===== src/rtl/spi_host_pkg.sv =====
package spi_host_pkg;
  localparam int DATA_W = 32;
  localparam int LEN_W  = 5;
  localparam int CSS_W  = 2;
  localparam int NUM_CS = 1 << CSS_W;

  // word index taken from addr_i[4:2]
  localparam logic [2:0] IDX_CMD  = 3'd0;
  localparam logic [2:0] IDX_XSTS = 3'd1;
  localparam logic [2:0] IDX_QSTS = 3'd2;
  localparam logic [2:0] IDX_TXQ  = 3'd3;
  localparam logic [2:0] IDX_RXQ  = 3'd4;

  typedef struct packed {
    logic             host;
    logic [1:0]       mode;
    logic [CSS_W-1:0] sel;
    logic             cs_sw;
    logic             cs_lvl;
    logic             rx_en;
    logic             tx_en;
    logic [LEN_W-1:0] len;
  } cmd_t;

  typedef enum logic [1:0] {ST_IDLE, ST_SHIFT, ST_DONE} eng_st_e;
endpackage


===== src/rtl/spi_host_fifo.sv =====
module spi_host_fifo #(
  parameter int WIDTH = 32,
  parameter int DEPTH = 8
) (
  input  logic             clk_i,
  input  logic             rst_ni,
  input  logic             flush_i,
  input  logic             push_i,
  input  logic [WIDTH-1:0] wdata_i,
  input  logic             pop_i,
  output logic [WIDTH-1:0] rdata_o,
  output logic             full_o,
  output logic             empty_o
);
  localparam int AW = (DEPTH > 1) ? $clog2(DEPTH) : 1;
  localparam int CW = AW + 1;

  logic [WIDTH-1:0] mem_q [DEPTH];
  logic [AW-1:0]    wr_q, rd_q;
  logic [CW-1:0]    cnt_q;
  logic             do_push, do_pop;

  assign full_o  = (cnt_q == CW'(DEPTH));
  assign empty_o = (cnt_q == '0);
  assign do_push = push_i && !full_o && !flush_i;
  assign do_pop  = pop_i && !empty_o && !flush_i;
  assign rdata_o = mem_q[rd_q];

  function automatic logic [AW-1:0] nxt(input logic [AW-1:0] p);
    return (p == AW'(DEPTH-1)) ? '0 : p + 1'b1;
  endfunction

  always_ff @(posedge clk_i or negedge rst_ni) begin
    if (!rst_ni) begin
      wr_q  <= '0;
      rd_q  <= '0;
      cnt_q <= '0;
    end else if (flush_i) begin
      wr_q  <= '0;
      rd_q  <= '0;
      cnt_q <= '0;
    end else begin
      if (do_push) wr_q <= nxt(wr_q);
      if (do_pop)  rd_q <= nxt(rd_q);
      if (do_push && !do_pop)      cnt_q <= cnt_q + 1'b1;
      else if (do_pop && !do_push) cnt_q <= cnt_q - 1'b1;
    end
  end

  always_ff @(posedge clk_i) begin
    if (do_push) mem_q[wr_q] <= wdata_i;
  end

  assert_no_push_full_R12: assert property (@(posedge clk_i) disable iff (!rst_ni)
    push_i |-> !full_o);
  assert_no_pop_empty_R11: assert property (@(posedge clk_i) disable iff (!rst_ni)
    pop_i |-> !empty_o);
  assert_cnt_bound_R12: assert property (@(posedge clk_i) disable iff (!rst_ni)
    cnt_q <= CW'(DEPTH));
endmodule


===== src/rtl/spi_host_engine.sv =====
module spi_host_engine
  import spi_host_pkg::*;
#(
  parameter int HALF_DIV = 2
) (
  input  logic              clk_i,
  input  logic              rst_ni,
  input  logic              start_i,
  input  logic              cpol_i,
  input  logic              cpha_i,
  input  logic [LEN_W-1:0]  len_i,
  input  logic              tx_en_i,
  input  logic [DATA_W-1:0] tx_word_i,
  input  logic              miso_i,
  output logic              busy_o,
  output logic              done_o,
  output logic [DATA_W-1:0] rx_word_o,
  output logic              sclk_o,
  output logic              mosi_o
);
  localparam int DIV_W  = (HALF_DIV > 1) ? $clog2(HALF_DIV) : 1;
  localparam int EDGE_W = LEN_W + 1;

  eng_st_e            st_q;
  logic [DIV_W-1:0]   div_q;
  logic [EDGE_W-1:0]  edge_q;
  logic [LEN_W-1:0]   idx_q, len_q;
  logic [DATA_W-1:0]  sh_q, rx_q;
  logic               sclk_q, cpol_q, cpha_q;
  logic               tick, sample_ev, shift_ev;
  logic [EDGE_W-1:0]  last_edge;

  assign tick      = (div_q == DIV_W'(HALF_DIV - 1));
  assign last_edge = {len_q, 1'b1};
  // even edge index = leading edge
  assign sample_ev = (edge_q[0] == cpha_q);
  assign shift_ev  = cpha_q ? (!edge_q[0] && (edge_q != '0))
                            : (edge_q[0] && (edge_q != last_edge));

  always_ff @(posedge clk_i or negedge rst_ni) begin
    if (!rst_ni) begin
      st_q   <= ST_IDLE;
      div_q  <= '0;
      edge_q <= '0;
      idx_q  <= '0;
      len_q  <= '0;
      sh_q   <= '0;
      rx_q   <= '0;
      sclk_q <= 1'b0;
      cpol_q <= 1'b0;
      cpha_q <= 1'b0;
    end else begin
      case (st_q)
        ST_IDLE: if (start_i) begin
          st_q   <= ST_SHIFT;
          div_q  <= '0;
          edge_q <= '0;
          idx_q  <= len_i;
          len_q  <= len_i;
          sh_q   <= tx_en_i ? tx_word_i : '0;
          rx_q   <= '0;
          sclk_q <= cpol_i;
          cpol_q <= cpol_i;
          cpha_q <= cpha_i;
        end
        ST_SHIFT: begin
          if (tick) begin
            div_q  <= '0;
            sclk_q <= ~sclk_q;
            if (sample_ev) rx_q <= {rx_q[DATA_W-2:0], miso_i};
            if (shift_ev)  idx_q <= idx_q - 1'b1;
            if (edge_q == last_edge) st_q <= ST_DONE;
            else edge_q <= edge_q + 1'b1;
          end else begin
            div_q <= div_q + 1'b1;
          end
        end
        default: st_q <= ST_IDLE;
      endcase
    end
  end

  assign busy_o    = (st_q != ST_IDLE);
  assign done_o    = (st_q == ST_DONE);
  assign rx_word_o = rx_q;
  assign sclk_o    = busy_o ? sclk_q : cpol_i;
  assign mosi_o    = busy_o ? sh_q[idx_q] : 1'b0;

  assert_sclk_home_R3: assert property (@(posedge clk_i) disable iff (!rst_ni)
    (st_q == ST_DONE) |-> (sclk_q == cpol_q));
  assert_mosi_hold_R3: assert property (@(posedge clk_i) disable iff (!rst_ni)
    ((st_q == ST_SHIFT) && $past(st_q == ST_SHIFT) && $past(tick && sample_ev)) |-> $stable(mosi_o));
endmodule


===== src/rtl/spi_host_ctrl.sv =====
module spi_host_ctrl
  import spi_host_pkg::*;
#(
  parameter int FIFO_DEPTH = 8,
  parameter int HALF_DIV   = 2
) (
  input  logic              clk_i,
  input  logic              rst_ni,
  input  logic              req_i,
  input  logic              we_i,
  input  logic [4:0]        addr_i,
  input  logic [DATA_W-1:0] wdata_i,
  output logic [DATA_W-1:0] rdata_o,
  output logic              sclk_o,
  output logic              mosi_o,
  input  logic              miso_i,
  output logic [NUM_CS-1:0] cs_no
);
  cmd_t              cmd_q;
  logic              start_q, ready_q;
  logic              rx_fl_q, tx_fl_q;
  logic              err_q, txo_q, txu_q, rxo_q, rxu_q;
  logic              eng_busy, eng_done, busy;
  logic [DATA_W-1:0] eng_rx, tx_head, rx_head;
  logic              tx_full, tx_empty, rx_full, rx_empty;
  logic              tx_push, tx_pop, rx_push, rx_pop;
  logic              wr_cmd, wr_xsts, wr_qsts, wr_txq, rd_rxq;
  logic              ev_txo, ev_txu, ev_rxo, ev_rxu;
  logic [2:0]        idx;
  logic              unused_addr;

  assign idx         = addr_i[4:2];
  assign unused_addr = ^addr_i[1:0];
  assign wr_cmd  = req_i && we_i && (idx == IDX_CMD);
  assign wr_xsts = req_i && we_i && (idx == IDX_XSTS);
  assign wr_qsts = req_i && we_i && (idx == IDX_QSTS);
  assign wr_txq  = req_i && we_i && (idx == IDX_TXQ);
  assign rd_rxq  = req_i && !we_i && (idx == IDX_RXQ);

  assign busy = start_q || eng_busy;

  // command register
  always_ff @(posedge clk_i or negedge rst_ni) begin
    if (!rst_ni) begin
      cmd_q   <= '0;
      start_q <= 1'b0;
    end else begin
      start_q <= 1'b0;
      if (wr_cmd) begin
        if (busy) begin
          cmd_q.cs_lvl <= wdata_i[20];
        end else begin
          cmd_q.host   <= wdata_i[30];
          cmd_q.mode   <= wdata_i[29:28];
          cmd_q.sel    <= wdata_i[27:26];
          cmd_q.cs_sw  <= wdata_i[21];
          cmd_q.cs_lvl <= wdata_i[20];
          cmd_q.rx_en  <= wdata_i[12];
          cmd_q.tx_en  <= wdata_i[11];
          cmd_q.len    <= wdata_i[4:0];
          start_q      <= wdata_i[31] && wdata_i[30];
        end
      end
    end
  end

  // queues and events
  assign tx_push = wr_txq && !tx_full;
  assign ev_txo  = wr_txq && tx_full;
  assign tx_pop  = start_q && cmd_q.tx_en && !tx_empty;
  assign ev_txu  = start_q && cmd_q.tx_en && tx_empty;
  assign rx_push = eng_done && cmd_q.rx_en && !rx_full;
  assign ev_rxo  = eng_done && cmd_q.rx_en && rx_full;
  assign rx_pop  = rd_rxq && !rx_empty;
  assign ev_rxu  = rd_rxq && rx_empty;

  spi_host_fifo #(.WIDTH(DATA_W), .DEPTH(FIFO_DEPTH)) u_txq (
    .clk_i, .rst_ni, .flush_i(tx_fl_q), .push_i(tx_push), .wdata_i(wdata_i),
    .pop_i(tx_pop), .rdata_o(tx_head), .full_o(tx_full), .empty_o(tx_empty)
  );

  spi_host_fifo #(.WIDTH(DATA_W), .DEPTH(FIFO_DEPTH)) u_rxq (
    .clk_i, .rst_ni, .flush_i(rx_fl_q), .push_i(rx_push), .wdata_i(eng_rx),
    .pop_i(rx_pop), .rdata_o(rx_head), .full_o(rx_full), .empty_o(rx_empty)
  );

  spi_host_engine #(.HALF_DIV(HALF_DIV)) u_eng (
    .clk_i, .rst_ni,
    .start_i(start_q), .cpol_i(cmd_q.mode[1]), .cpha_i(cmd_q.mode[0]),
    .len_i(cmd_q.len), .tx_en_i(cmd_q.tx_en && !tx_empty), .tx_word_i(tx_head),
    .miso_i, .busy_o(eng_busy), .done_o(eng_done), .rx_word_o(eng_rx),
    .sclk_o, .mosi_o
  );

  // status: set wins over write-1-to-clear
  always_ff @(posedge clk_i or negedge rst_ni) begin
    if (!rst_ni) begin
      ready_q <= 1'b0;
      rx_fl_q <= 1'b0;
      tx_fl_q <= 1'b0;
      err_q   <= 1'b0;
      txo_q   <= 1'b0;
      txu_q   <= 1'b0;
      rxo_q   <= 1'b0;
      rxu_q   <= 1'b0;
    end else begin
      ready_q <= eng_done || (ready_q && !(wr_xsts && wdata_i[30]));
      rx_fl_q <= wr_qsts && wdata_i[15];
      tx_fl_q <= wr_qsts && wdata_i[14];
      err_q   <= ev_txo || ev_txu || ev_rxo || ev_rxu || (err_q && !(wr_qsts && wdata_i[8]));
      txo_q   <= ev_txo || (txo_q && !(wr_qsts && wdata_i[7]));
      txu_q   <= ev_txu || (txu_q && !(wr_qsts && wdata_i[6]));
      rxo_q   <= ev_rxo || (rxo_q && !(wr_qsts && wdata_i[5]));
      rxu_q   <= ev_rxu || (rxu_q && !(wr_qsts && wdata_i[4]));
    end
  end

  // chip selects
  always_comb begin
    cs_no = '1;
    cs_no[cmd_q.sel] = cmd_q.cs_sw ? cmd_q.cs_lvl : !eng_busy;
  end

  // read mux
  always_comb begin
    rdata_o = '0;
    case (idx)
      IDX_CMD: begin
        rdata_o[31]    = busy;
        rdata_o[30]    = cmd_q.host;
        rdata_o[29:28] = cmd_q.mode;
        rdata_o[27:26] = cmd_q.sel;
        rdata_o[21]    = cmd_q.cs_sw;
        rdata_o[20]    = cmd_q.cs_lvl;
        rdata_o[12]    = cmd_q.rx_en;
        rdata_o[11]    = cmd_q.tx_en;
        rdata_o[4:0]   = cmd_q.len;
      end
      IDX_XSTS: rdata_o[30] = ready_q;
      IDX_QSTS: rdata_o[15:0] = {rx_fl_q, tx_fl_q, 5'b0, err_q, txo_q, txu_q,
                                 rxo_q, rxu_q, tx_full, tx_empty, rx_full, rx_empty};
      IDX_RXQ:  rdata_o = rx_empty ? '0 : rx_head;
      default:  rdata_o = '0;
    endcase
  end

  assert_ready_after_done_R8: assert property (@(posedge clk_i) disable iff (!rst_ni)
    eng_done |=> ready_q);
  assert_cmd_frozen_R7: assert property (@(posedge clk_i) disable iff (!rst_ni)
    (eng_busy && $past(eng_busy)) |-> ($stable(cmd_q.len) && $stable(cmd_q.mode) && $stable(cmd_q.sel)));
  assert_one_cs_R6: assert property (@(posedge clk_i) disable iff (!rst_ni)
    $countones(~cs_no) <= 1);
  assert_rx_flush_R9: assert property (@(posedge clk_i) disable iff (!rst_ni)
    rx_fl_q |=> rx_empty);
  assert_unr_err_R10: assert property (@(posedge clk_i) disable iff (!rst_ni)
    (start_q && cmd_q.tx_en && tx_empty) |=> (err_q && txu_q));
endmodule


===== config.mk =====
export PLATFORM = sky130hd
export DESIGN_NAME = spi_host_ctrl
export DESIGN_NICKNAME = d
export VERILOG_FILES = /design/src/rtl/spi_host_pkg.sv /design/src/rtl/spi_host_fifo.sv /design/src/rtl/spi_host_engine.sv /design/src/rtl/spi_host_ctrl.sv
export SDC_FILE = /design/constraint.sdc
export NUM_CORES = 1
export LEC_CHECK = 0
export BUFFER_PORTS_ARGS = -buffer_cell sky130_fd_sc_hd__buf_2
export CAP_MARGIN = 20
export CORE_MARGIN = 5
export CORE_UTILIZATION = 62
export DETAILED_ROUTE_END_ITERATION = 6
export GPL_ROUTABILITY_DRIVEN = 0
export PLACE_DENSITY = 0.79
export SLEW_MARGIN = 30
export SYNTH_ARGS = -nofsm -noshare
export SYNTH_HDL_FRONTEND = slang
export SYNTH_SLANG_ARGS = --single-unit
export TNS_END_PERCENT = 50

===== constraint.sdc =====
create_clock -name clk_i -period 5.28 [get_ports clk_i]
set_input_delay 0.264 -clock clk_i [delete_from_list [all_inputs] [get_ports clk_i]]
set_output_delay 0.264 -clock clk_i [all_outputs]
set_load 0.005 [all_outputs]

# Yosys cells after proc, flatten, opt, wreduce, memory -nomap -nowiden
# Memory sizes are Yosys's and may differ from the RTL's.
# Cells that the tools add are included.
# totals
register_bits,128
latchBits,0
ram_bits,512
romBits,0
inputBits,42
mem_count,2
# classes
addsub,11
multipliers,0
div,0
n_lt_le_gt_ge,3
n_eq_ne,21
n_shift,0
muxes,66
bitwise,4
reduce_logical,98
# memory_table
memory,depth,word_bits,read_ports,rd_ports_with_merged_regs,write_ports,line,rtl
u_rxq.mem_q,8,32,1,0,1,spi_host_fifo.sv:18,logic [WIDTH-1:0] mem_q [DEPTH];
u_txq.mem_q,8,32,1,0,1,spi_host_fifo.sv:18,
# ops
cell,n
$mux 32,5
$pmux 32 s2,1
$logic_and 1x1->1,48
$mux 3,12
$mux 4,8
$pmux 6 s2,2
$logic_not 1->1,19
$mux 6,3
$mux 1,16
$eq 3x3->1 const B,5
$mux 5,3
$pmux 5 s3,1
$add 3x1->3 const B,4
$pmux 2 s2,3
$reduce_and 4->1,3
$reduce_bool 2->1,6
$logic_or 1x1->1,10
$pmux 5 s2,1
$add 4x1->4 const B,2
$eq 4x4->1 const B,2
$logic_not 4->1,2
$ne 2x1->1 const B,4
$pmux 4 s2,1
$sub 4x1->4 const B,2
29 further kinds,40

# Longest topological paths before layout
# logic_depth
depth_word,10
ltp_mapped,12
depth_no_buf,10

# Modules after synthesis
# A second synthesis with hierarchy kept.
# hier_totals
cells_unflattened,1478
hier_area_um2,26123.8
# by_module_without_submodules
mod,n_inst,cells_per_inst,area_per_inst_um2,seq_area_each_um2
spi_host_fifo,2,450,10351.2,7937.6
spi_host_engine,1,437,3950.0,2127.0
spi_host_ctrl,1,141,1471.4,575.6

# Least setup slack after synthesis
# Ideal clock, no wire load.
# synth_path
path_kind,register to register
from,reg u_txq.cnt_q[3]
to,"mem u_txq.mem_q[1][0], enable pin"
arrival_ns,4.191
t_required_ns,4.779
slack_ns,0.588
path_stages_with_launch,5
path_buffers,1
cell_sequence,dfrtp_1 -> nor4b_4 -> or3_1 -> clkbuf_1 -> nor4_1
# synth_via
elab_chain_cells,7
# synth_lines
item,line,rtl
from (decl),spi_host_fifo.sv:20,logic [CW-1:0] cnt_q;
from (signal assigned),spi_host_fifo.sv:45,if (do_push && !do_pop) cnt_q <= cnt_q + 1'b1;
from (signal assigned),spi_host_fifo.sv:46,else if (do_pop && !do_push) cnt_q <= cnt_q - 1'b1;
$eq 4x4->1 (*),spi_host_fifo.sv:23,assign full_o = (cnt_q == CW'(DEPTH));
$logic_not 1->1 (*),"spi_host_fifo.sv:25, spi_host_ctrl.sv:68",
$logic_and 1x1->1,spi_host_ctrl.sv:68,assign tx_push = wr_txq && !tx_full;
$logic_and 1x1->1 (*) (2 in series),spi_host_fifo.sv:25,assign do_push = push_i && !full_o && !flush_i;
$mux 1 (*),spi_host_fifo.sv:51,if (do_push) mem_q[wr_q] <= wdata_i;
$mux 1 (not written as such) (*),spi_host_fifo.sv:51,
to (decl),spi_host_fifo.sv:18,
# Mark *: on every way between the ends. The rest lies on a longest branch, timed or not.

# Final worst setup path
# layout_path
from,reg u_rxq.rd_q[0]
to,out rdata_o[7]
# layout_via
elab_chain_cells,3
# layout_lines
item,line,rtl
from (decl),spi_host_fifo.sv:19,"logic [AW-1:0] wr_q, rd_q;"
from (signal assigned),spi_host_fifo.sv:44,if (do_pop) rd_q <= nxt(rd_q);
$mem_v2 8x32,--,
$mux 32,spi_host_ctrl.sv:142,IDX_RXQ: rdata_o = rx_empty ? '0 : rx_head;
$pmux 6 s2,spi_host_ctrl.sv:127,case (idx)
to (decl),spi_host_ctrl.sv:13,"output logic [DATA_W-1:0] rdata_o,"
# Every way passes these cells.

==> impl_metrics.sql <==
INSERT INTO impl_metrics (metric_group, metric, value, unit) VALUES
('drt', 'postRouteAntennaNets', '0', ''),
('drt', 'dr_pass1_iterations', '5', ''),
('timing', 'slew_headroom', '0.380', ''),
('timing', 'clock-skew-final', '0.0299', 'ns'),
('logic_synthesis', 'synth.ff_latch_count', '640', ''),
('timing', 'timing_worst_slew_pin_value', '0.928', 'ns'),
('floorplan', 'floorplan.rows', '74', ''),
('setup_path', 'critPathCapture', 'rdata_o[7]', ''),
('logic_synthesis', 'yosysWarningCount', '0', ''),
('cts', 'clk_root_buffer_cell', 'clkbuf_16', ''),
('drt', 'route.detailed.drc', '0', ''),
('power', 'vdd.ir_drop.worst', '0.371', 'mV'),
('logic_synthesis', 'post_synth.cell_area_avg', '18.0', 'um^2'),
('drt', 'totalWireLength', '55.6', 'mm'),
('power', 'static-leakage-power', '0.0102', 'uW'),
('cts', 'cts_tree', 'built', ''),
('global_route', 'overflow', '0', ''),
('global_route', 'grtUsageMet1', '0.342', ''),
('timing', 'slew_viol_final', '0', ''),
('timing', 'worst_slack', '1.84', 'ns'),
('cells_and_area', 'final_layout_size_suffix_gt1_frac', '0.244', ''),
('logic_synthesis', 'syn-num-nets', '1482', ''),
('drt', 'wl_per_cell', '26.0', 'um'),
('power', 'p_sw', '3110', 'uW'),
('cts', 'cts-resized-gates', '0', ''),
('power', 'sw_frac_of_total', '0.257', ''),
('floorplan', 'floorplan.die_area', '45400', 'um^2'),
('setup_path', 'critPathCaptureType', 'output port', ''),
('logic_synthesis', 'postSynthCellCount', '1423', ''),
('logic_synthesis', 'post-synth-top-area-cell', 'edfxtp_1', ''),
('floorplan', 'dieHeight', '213', 'um'),
('placed_design', 'port_buffers', '77', ''),
('placed_design', 'dp_hpwl', '31.5', 'mm'),
('placed_design', 'placed_cells', '1989', ''),
('placed_design', 'place_worst_setup_slack', '2.12', 'ns'),
('power', 'cellInternalPower', '8970', 'uW'),
('setup_path', 'r2r_setup_slack', '2.07', 'ns'),
('timing', 'setup_viol', '0', ''),
('cells_and_area', 'post_route_design_area', '29000', 'um^2'),
('timing', 'post-route-min-period', '3.44', 'ns'),
('run', 'drv.max_cap_violation_count', '0', ''),
('global_route', 'global_route.usage.total', '0.254', ''),
('setup_path', 'worstPathMaxFanout', '43', ''),
('placed_design', 'post_dp_cell_area', '26700', 'um^2'),
('timing', 'min_period_over_period', '0.652', ''),
('setup_path', 'worst_ep_arrival_time', '3.18', 'ns'),
('cells_and_area', 'layout.nets', '1614', ''),
('global_route', 'use_met3', '0.0541', ''),
('logic_synthesis', 'syn_area', '25500', 'um^2'),
('cts', 'cts-buffers-inserted', '60', ''),
('cts', 'postCtsHoldBufs', '36', ''),
('logic_synthesis', 'synth_cell_types', '62', ''),
('cells_and_area', 'multiInputGateArea', '6700', 'um^2'),
('logic_synthesis', 'synth_async_sr_flop_share', '0.200', ''),
('timing', 'final.setup.tns', '0', 'ns'),
('min_path', 'worst_hold_path_type', 'in2reg', ''),
('global_route', 'grt_max_degree', '83', ''),
('outcome', 'outcome', 'finished clean', ''),
('power', 'p_per_area', '416', 'nW/um^2'),
('floorplan', 'core_area', '40800', 'um^2'),
('cells_and_area', 'fillCellCount', '2437', ''),
('setup_path', 'type_of_element_launching_the_critical_path', 'flop', ''),
('timing', 'fmaxAchievable', '0.291', 'GHz'),
('global_route', 'global_route.usage.met2', '0.426', ''),
('cts', 'htreeDepth', '2', ''),
('power', 'power.combinational.fraction', '0.144', ''),
('global_route', 'grt_pass1_vias', '14426', ''),
('power', 'seq_power_share', '0.500', ''),
('setup_path', 'r2r-end', 'u_rxq.mem_q[2][27]', ''),
('setup_path', 'regToRegStartpoint', 'u_eng.st_q[1]', ''),
('setup_path', 'cp.required', '5.02', 'ns');
[worst min path at each step]
stage	depth (start not counted)	slack, ns	end
2_1_floorplan	0	-0.03	cmd_q[0]
3_3_place_gp	1	0.40	u_eng.rx_word_o[29]
3_5_place_dp	1	0.41	u_eng.rx_word_o[29]
4_1_cts	5	0.12	ready_q
5_1_grt	5	0.17	ready_q
6_report	5	0.17	ready_q
[flip-flops by register name (all words and copies together), names as in the netlist, 4 cells and up]
register and count:
u_rxq.cnt_q 4, u_txq.mem_q 256, u_eng.rx_word_o 32, u_eng.sh_q 32
cmd_q 14, u_eng.edge_q 6, u_eng.len_q 5, u_txq.cnt_q 4
u_eng.idx_q 5, u_rxq.mem_q 256
[cell families after synthesis]
group	after synthesis	share of synthesized area
AO/OA/AOI/OAI	146	0.0334
XOR/XNOR	13	0.00519
adder cells (fa/ha/maj)	17	0.00891
buffers and inverters	91	0.0153
flip-flops	640	0.727
multiplexers	230	0.158
AND/OR/NAND/NOR	286	0.0519
[per-layer routing]
layer | up-vias | part of all wire
li1 | 5840 | -
met1 | 7053 | 0.38
met4 | 2 | 0.033
met3 | 117 | 0.075
met5 | - | 0.00013
met2 | 576 | 0.51
[metrics by stage]
step	utilization	total power, uW	hold slack (ns)
2_1_floorplan	-	7270	-0.0316
3_3_place_gp	0.652	7750	0.397
3_5_place_dp	0.653	7830	0.407
4_1_cts	0.711	12100	0.119
5_1_grt	0.711	12600	0.174
6_report	0.711	12100	0.170
[power by group through the flow]
stage          combinational (uW)  sequential, uW  clock (uW)
2_1_floorplan                1400            5870           0
3_3_place_gp                 1630            6130           0
3_5_place_dp                 1700            6130           0
4_1_cts                      1750            6030        4360
5_1_grt                      1900            6070        4620
6_report                     1740            6030        4300
[cell usage after synthesis, types with 2 or more instances]
cell type,number
nor4_2,2
and2_1,10
nor3_2,3
o22ai_1,7
fa_1,2
mux2i_1,77
o311ai_0,2
clkbuf_1,40
buf_2,22
ha_1,15
nor3b_1,3
buf_4,2
buf_1,5
or4_1,2
a22o_1,4
nor2_2,2
a21oi_1,16
buf_6,2
mux4_2,137
a21o_1,5
o21ai_0,88
xnor2_1,11
nor2_1,55
nor2b_1,5
a211oi_1,3
or3_1,12
nor3_1,13
nor4_1,3
edfxtp_1,512
mux2_2,15
nand2_1,150
inv_1,19
a22oi_1,8
and3b_1,2
nand2b_1,10
nand3_1,6
dfrtp_1,128
[final cells by class]
| cell class | count | area share |
|---|---|---|
| sequential | 640 | 0.640 |
| multi-input combinational | 692 | 0.231 |
| clock buffer | 87 | 0.0605 |
| timing repair buffer | 141 | 0.0338 |
| tap | 532 | 0.0229 |
| clock inverter | 27 | 0.00896 |
| inverter | 20 | 0.00259 |
| antenna | 1 | 0.0000862 |
[worst max-delay path, stage by stage, from the launching register on]
cell     delay (ns)
dfrtp_4        0.98
buf_4          0.41
mux4_2         0.54
mux2i_1        0.17
o21ai_0        0.20
buf_2          0.21
[cell usage in the layout (no fill, tap or decap), types with 4 or more instances in the layout]
cell | Yosys | layout
a21o_1 | 5 | 5
a21oi_1 | 16 | 16
a22o_1 | 4 | 4
a22oi_1 | 8 | 8
and2_1 | 10 | 10
buf_2 | 22 | 76
buf_4 | 2 | 27
clkbuf_1 | 40 | 14
clkbuf_16 | 0 | 62
clkbuf_8 | 0 | 11
clkinv_1 | 1 | 7
clkinv_2 | 0 | 9
dfrtp_1 | 128 | 122
dfrtp_4 | 0 | 4
dlygate4sd3_1 | 0 | 36
edfxtp_1 | 512 | 512
ha_1 | 15 | 15
inv_1 | 19 | 19
mux2_2 | 15 | 15
mux2i_1 | 77 | 77
mux4_2 | 137 | 137
nand2_1 | 150 | 148
nand2b_1 | 10 | 10
nand3_1 | 6 | 6
nor2_1 | 55 | 46
nor2_4 | 0 | 9
nor2b_1 | 5 | 4
nor3_1 | 13 | 7
nor3_2 | 3 | 9
o21ai_0 | 88 | 88
o22ai_1 | 7 | 7
or3_1 | 12 | 11
xnor2_1 | 11 | 11
Note: power is estimated with default switching activity, not from simulation.
